==> src/rtl/ecc_guard_pkg.sv <==
package ecc_guard_pkg;
  localparam int NIB_W = 4;
  localparam int CW_W  = 8;

  typedef enum logic [1:0] {
    SEL_CORR = 2'b00,
    SEL_DET  = 2'b01,
    SEL_ANY  = 2'b10,
    SEL_NONE = 2'b11
  } err_sel_e;

  typedef struct packed {
    logic     ecc_en;
    logic     pin_en;
    err_sel_e sel;
  } ecc_cfg_t;
endpackage

==> src/rtl/ecc_nib_enc.sv <==
module ecc_nib_enc
  import ecc_guard_pkg::*;
(
  input  logic [NIB_W-1:0] d,
  output logic [CW_W-1:0]  c
);
  logic [7:1] body;

  always_comb begin
    body[1] = d[0] ^ d[1] ^ d[3];
    body[2] = d[0] ^ d[2] ^ d[3];
    body[3] = d[0];
    body[4] = d[1] ^ d[2] ^ d[3];
    body[5] = d[1];
    body[6] = d[2];
    body[7] = d[3];
    c       = {body, ^body};
  end
endmodule

==> src/rtl/ecc_nib_dec.sv <==
module ecc_nib_dec
  import ecc_guard_pkg::*;
(
  input  logic [CW_W-1:0]  c,
  output logic [NIB_W-1:0] d_fix,
  output logic [NIB_W-1:0] d_raw,
  output logic             corr,
  output logic             dbl
);
  logic [2:0]      syn;
  logic            odd;
  logic [CW_W-1:0] fixed;

  always_comb begin
    syn[0] = c[1] ^ c[3] ^ c[5] ^ c[7];
    syn[1] = c[2] ^ c[3] ^ c[6] ^ c[7];
    syn[2] = c[4] ^ c[5] ^ c[6] ^ c[7];
    odd    = ^c;
    corr   = odd;
    dbl    = !odd && (syn != 3'd0);
    fixed  = c;
    if (odd) fixed[syn] = ~c[syn];
    d_fix  = {fixed[7], fixed[6], fixed[5], fixed[3]};
    d_raw  = {c[7], c[6], c[5], c[3]};
  end
endmodule

==> src/rtl/ecc_rd_stage.sv <==
module ecc_rd_stage #(
  parameter int W = 18
) (
  input  logic         clk,
  input  logic         rst_n,
  input  logic         in_valid,
  output logic         in_ready,
  input  logic [W-1:0] in_payload,
  output logic         out_valid,
  input  logic         out_ready,
  output logic [W-1:0] out_payload
);
  assign in_ready = !out_valid || out_ready;

  always_ff @(posedge clk) begin
    if (!rst_n) begin
      out_valid   <= 1'b0;
      out_payload <= '0;
    end else if (in_ready) begin
      out_valid <= in_valid;
      if (in_valid) out_payload <= in_payload;
    end
  end
endmodule

==> src/rtl/ecc_ctrl_reg.sv <==
module ecc_ctrl_reg
  import ecc_guard_pkg::*;
(
  input  logic        clk,
  input  logic        rst_n,
  input  logic        wr_en,
  input  logic [15:0] wr_data,
  input  logic        ev_corr,
  input  logic        ev_dbl,
  output ecc_cfg_t    cfg,
  output logic [15:0] rd_data,
  output logic        err_pin
);
  logic hist_c, hist_d, err_q, clr, hit;

  assign clr = wr_en && wr_data[9];

  always_comb begin
    case (cfg.sel)
      SEL_CORR: hit = ev_corr;
      SEL_DET:  hit = ev_dbl;
      SEL_ANY:  hit = ev_corr || ev_dbl;
      default:  hit = 1'b0;
    endcase
  end

  always_ff @(posedge clk) begin
    if (!rst_n) begin
      cfg    <= '{ecc_en: 1'b1, pin_en: 1'b1, sel: SEL_ANY};
      hist_c <= 1'b0;
      hist_d <= 1'b0;
      err_q  <= 1'b0;
    end else begin
      if (wr_en) begin
        cfg.ecc_en <= wr_data[15];
        cfg.pin_en <= wr_data[14];
        cfg.sel    <= err_sel_e'(wr_data[13:12]);
      end
      hist_c <= (hist_c && !clr) || ev_corr;
      hist_d <= (hist_d && !clr) || ev_dbl;
      err_q  <= (err_q && !clr) || (cfg.ecc_en && cfg.pin_en && hit);
    end
  end

  assign err_pin = err_q && cfg.ecc_en && cfg.pin_en;
  assign rd_data = {cfg.ecc_en, cfg.pin_en, cfg.sel, hist_c, hist_d, 10'd0};
endmodule

==> src/rtl/nibble_ecc_guard.sv <==
module nibble_ecc_guard
  import ecc_guard_pkg::*;
#(
  parameter int DATA_W = 16
) (
  input  logic                         clk,
  input  logic                         rst_n,
  input  logic                         wr_in_valid,
  output logic                         wr_in_ready,
  input  logic [DATA_W-1:0]            wr_in_data,
  output logic                         wr_out_valid,
  input  logic                         wr_out_ready,
  output logic [DATA_W/NIB_W*CW_W-1:0] wr_out_code,
  input  logic                         rd_in_valid,
  output logic                         rd_in_ready,
  input  logic [DATA_W/NIB_W*CW_W-1:0] rd_in_code,
  output logic                         rd_out_valid,
  input  logic                         rd_out_ready,
  output logic [DATA_W-1:0]            rd_out_data,
  output logic                         rd_out_corr,
  output logic                         rd_out_dbl,
  input  logic                         reg_wr_en,
  input  logic [15:0]                  reg_wr_data,
  output logic [15:0]                  reg_rd_data,
  output logic                         err_pin
);
  localparam int CHUNKS = DATA_W / NIB_W;
  localparam int PAY_W  = DATA_W + 2;

  ecc_cfg_t            cfg;
  logic [DATA_W-1:0]   fix_w, raw_w, word_data;
  logic [CHUNKS-1:0]   corr_v, dbl_v;
  logic                word_corr, word_dbl, accept;
  logic [PAY_W-1:0]    pay_in, pay_out;

  assign wr_in_ready  = wr_out_ready;
  assign wr_out_valid = wr_in_valid;

  for (genvar i = 0; i < CHUNKS; i++) begin : g_chunk
    ecc_nib_enc u_enc (
      .d (wr_in_data[i*NIB_W +: NIB_W]),
      .c (wr_out_code[i*CW_W +: CW_W])
    );
    ecc_nib_dec u_dec (
      .c     (rd_in_code[i*CW_W +: CW_W]),
      .d_fix (fix_w[i*NIB_W +: NIB_W]),
      .d_raw (raw_w[i*NIB_W +: NIB_W]),
      .corr  (corr_v[i]),
      .dbl   (dbl_v[i])
    );
  end

  assign word_data = cfg.ecc_en ? fix_w : raw_w;
  assign word_corr = cfg.ecc_en && (|corr_v);
  assign word_dbl  = cfg.ecc_en && (|dbl_v);
  assign accept    = rd_in_valid && rd_in_ready;
  assign pay_in    = {word_dbl, word_corr, word_data};

  ecc_rd_stage #(.W(PAY_W)) u_stage (
    .clk         (clk),
    .rst_n       (rst_n),
    .in_valid    (rd_in_valid),
    .in_ready    (rd_in_ready),
    .in_payload  (pay_in),
    .out_valid   (rd_out_valid),
    .out_ready   (rd_out_ready),
    .out_payload (pay_out)
  );

  assign {rd_out_dbl, rd_out_corr, rd_out_data} = pay_out;

  ecc_ctrl_reg u_ctrl (
    .clk     (clk),
    .rst_n   (rst_n),
    .wr_en   (reg_wr_en),
    .wr_data (reg_wr_data),
    .ev_corr (accept && word_corr),
    .ev_dbl  (accept && word_dbl),
    .cfg     (cfg),
    .rd_data (reg_rd_data),
    .err_pin (err_pin)
  );
endmodule

==> config.mk <==
export PLATFORM = sky130hd
export DESIGN_NAME = nibble_ecc_guard
export DESIGN_NICKNAME = d
export VERILOG_FILES = /design/src/rtl/ecc_guard_pkg.sv /design/src/rtl/ecc_nib_enc.sv /design/src/rtl/ecc_nib_dec.sv /design/src/rtl/ecc_rd_stage.sv /design/src/rtl/ecc_ctrl_reg.sv /design/src/rtl/nibble_ecc_guard.sv
export SDC_FILE = /design/constraint.sdc
export NUM_CORES = 1
export LEC_CHECK = 0
export ABC_AREA = 1
export BUFFER_PORTS_ARGS = -buffer_cell sky130_fd_sc_hd__buf_4
export CAP_MARGIN = 20
export CELL_PAD_IN_SITES_DETAIL_PLACEMENT = 1
export CELL_PAD_IN_SITES_GLOBAL_PLACEMENT = 1
export CORE_UTILIZATION = 28
export DETAILED_ROUTE_END_ITERATION = 10
export HOLD_SLACK_MARGIN = 0.03
export PLACE_DENSITY = 0.81
export SYNTH_ARGS = -nofsm -noshare
export SYNTH_HDL_FRONTEND = slang
export SYNTH_HIERARCHICAL = 1
export SYNTH_SLANG_ARGS = --single-unit
==> constraint.sdc <==
create_clock -name clk -period 2.45 [get_ports clk]
set_input_delay 0.3675 -clock clk [delete_from_list [all_inputs] [get_ports clk]]
set_output_delay 0.3675 -clock clk [all_outputs]
set_load 0.02 [all_outputs]
==> results.cfg <==
[run_status]
status = finished clean

[cts]
cts-root-buf = clkbuf_16
clk_path_buf_depth = 2
htree_levels = 1
cts_hold_buf = 0
cts_made_buffers = 3
clkSlewWorstSetupHoldPaths_ns = 0.06
cts_tree = yes
cts.repair.resized = 0
clkLatencyLatePin_ns = 0.25
post_cts.repair.setup_buffers = 0
cts.sinks = 26

[sta]
hold_viol = 0
fin_skew_ns = 0.00138
rsz0062_at_grt = false
fmax_mhz = 502
setup_violations = 0
setup_slack_ns = 0.457
fin_tns_setup_ns = 0
fin_crit_sh_pct = 81.3
slew_violations = 0
min_period_ns = 1.99

[logic_synthesis]
netlist_instances = 623
synthArstFlopShare_pct = 0
avgSynthCellArea_sq_um = 5.74
synth_top_area_share_pct = 22.0
synth_edf_count = 0
synth-main-ff-cell = dfxtp_1
ys_types = 28
synth_top_cell_by_area = nand2_1
netlist_top_cells_area = nand2_1, dfxtp_1, nand3_1
ys_top_cells_by_count = nand2_1, nand3_1, buf_4, inv_1, nor2_1
seq_area_frac_synth_pct = 14.6
yosysMostFrequentCell = nand2_1
ys_ff_latch = 26
syn_area_sq_um = 3580
yosys_warnings = 6

[critical_path]
reg2reg_depth = 7
required_ns = 2.65
start_kind = input pin
path_max_fanout = 8
worstSetupPathType = input pin to register
worstPathArrival_ns = 2.19
cp-end-kind = register
worstReg2RegEnd = u_stage/out_payload[13]
rrSetupSlack_ns = 1.07
reg2reg_from = u_ctrl/cfg[3]

[layout]
syn_to_final_growth_pct = 20.8
layout-drive-gt1-share_pct = 27.5
stdcell_area_sq_um = 4320
layout.nets = 767
n_antenna_cell = 0

[worst_hold_path]
hold_class = input pin to register
min_path_cells = 3
holdCritStartpoint = reg_wr_data[15]
worstHoldEndpoint = u_ctrl/cfg[3]

[power_and_ir_drop]
p_comb_share_pct = 54.8
p_int_uw = 1130
leakagePower_uw = 0.00238
power_frac_clock_pct = 20.0
p_seq_share_pct = 25.2
power_per_cell_area_nw_per_um2 = 450
switchingPower_uw = 813
peakVddDrop_mv = 0.207
swShare_pct = 41.8

[drt]
dr_total_vias = 3776
finalWirelength_mm = 9.32
vias_per_cell = 4.38
routedWlPerCell_um = 10.8
drc = 0
dr.pass1.iters = 4
first_iter_violations = 132
ant_nets = 0

[global_routing]
track_usage_pct = 13.9
grt_max_degree = 39
antenna_found_initial = 0
grt_first_pass_wirelength_mm = 15.6
grt_pass1_vias = 3506
overflow = 0

[place]
portBuffers = 116
post_dp_cell_area_sq_um = 4230
dp_hpwl_mm = 7.83
place_congestion = 0.816
pre_cts_ws_ns = 0.193

[die]
start_util_pct = 29.3
die_area_sq_um = 13200
die-width_um = 115
rows = 40
die_y_um = 115
coreArea_sq_um = 12200
ios = 142

[job]
cap_violations = 0
through the flow:
stage / util [%] / instances / total power [uW] / hold WS (ns)
after floorplan: - / 632 / 1280 / 0.452
after global placement: 34.7 / 859 / 1560 / 0.464
after detailed placement: 34.7 / 859 / 1580 / 0.472
after CTS: 35.4 / 863 / 1970 / 0.326
after global routing: 35.4 / 863 / 2110 / 0.329
final: 35.4 / 863 / 1940 / 0.322
cell usage in the layout (no fill, tap or decap), types with 10 or more instances in the layout:
cell type / count
a21oi_1: 33
a21oi_2: 10
buf_4: 122
conb_1: 10
dfxtp_1: 26
inv_1: 54
inv_2: 12
nand2_1: 210
nand2_2: 10
nand3_1: 85
nor2_1: 51
nor3_2: 16
xnor2_1: 12
layout make-up:
cell class,instances,area [sq um]
Fill cell,1723,7890
Multi-Input combinational cell,472,2310
Tap cell,168,210
Inverter,71,274
Clock buffer,4,88.8
Sequential cell,26,520
Timing Repair Buffer,122,916
critical path, stage by stage:
cell	delay, ns
buf_4	0.14
nand2_1	0.06
clkinv_1	0.10
nor2_2	0.17
xor2_2	0.22
or2_4	0.19
nand2_1	0.07
a31oi_1	0.15
nor2_1	0.09
nand2_1	0.08
nand2_1	0.08
nor2_1	0.15
o21ai_0	0.10
nand2_1	0.06
nand2_1	0.05
a21oi_2	0.10
cell families after synthesis:
group | share of synthesized area (%)
AND/OR/NAND/NOR | 48.4
buffers and inverters | 21.8
AO/OA/AOI/OAI | 9.37
flip-flops | 14.6
XOR/XNOR | 5.74
other | 0.105
power by group through the flow:
stage | Sequential, uW | Combinational (uW) | Clock (uW)
5_1_grt | 496 | 1190 | 420
2_1_floorplan | 528 | 749 | 0
6_report | 491 | 1070 | 389
4_1_cts | 491 | 1080 | 400
3_5_place_dp | 501 | 1080 | 0
3_3_place_gp | 500 | 1060 | 0
layer usage:
metal | routed length, um | global-route usage [%] | up-vias
met5 | 0 | 0 | -
met4 | 25 | 1.82 | 0
met3 | 287 | 0.949 | 2
met2 | 4390 | 24.7 | 66
met1 | 4620 | 18.7 | 1666
li1 | - | - | 2042
worst max path at each step:
stage | startpoint | to | slack (ns) | cells past startpoint
CTS | rd_in_code[15] | u_ctrl/err_q | 0.44 | 16
floorplan | rd_in_code[14] | u_ctrl/err_q | 0.62 | 15
global placement | rd_in_code[15] | u_ctrl/err_q | 0.21 | 16
finish | rd_in_code[15] | u_ctrl/err_q | 0.46 | 16
detailed placement | rd_in_code[15] | u_ctrl/err_q | 0.19 | 16
global route | rd_in_code[15] | u_ctrl/err_q | 0.24 | 16
state kept, by name (all words and copies together), names as in the netlist:
signal and count:
u_ctrl/hist_d 1, u_stage/out_payload 18, u_ctrl/hist_c 1, u_ctrl/err_q 1
u_stage/out_valid 1, u_ctrl/cfg 4
Note: power is estimated with default switching activity, not from simulation.
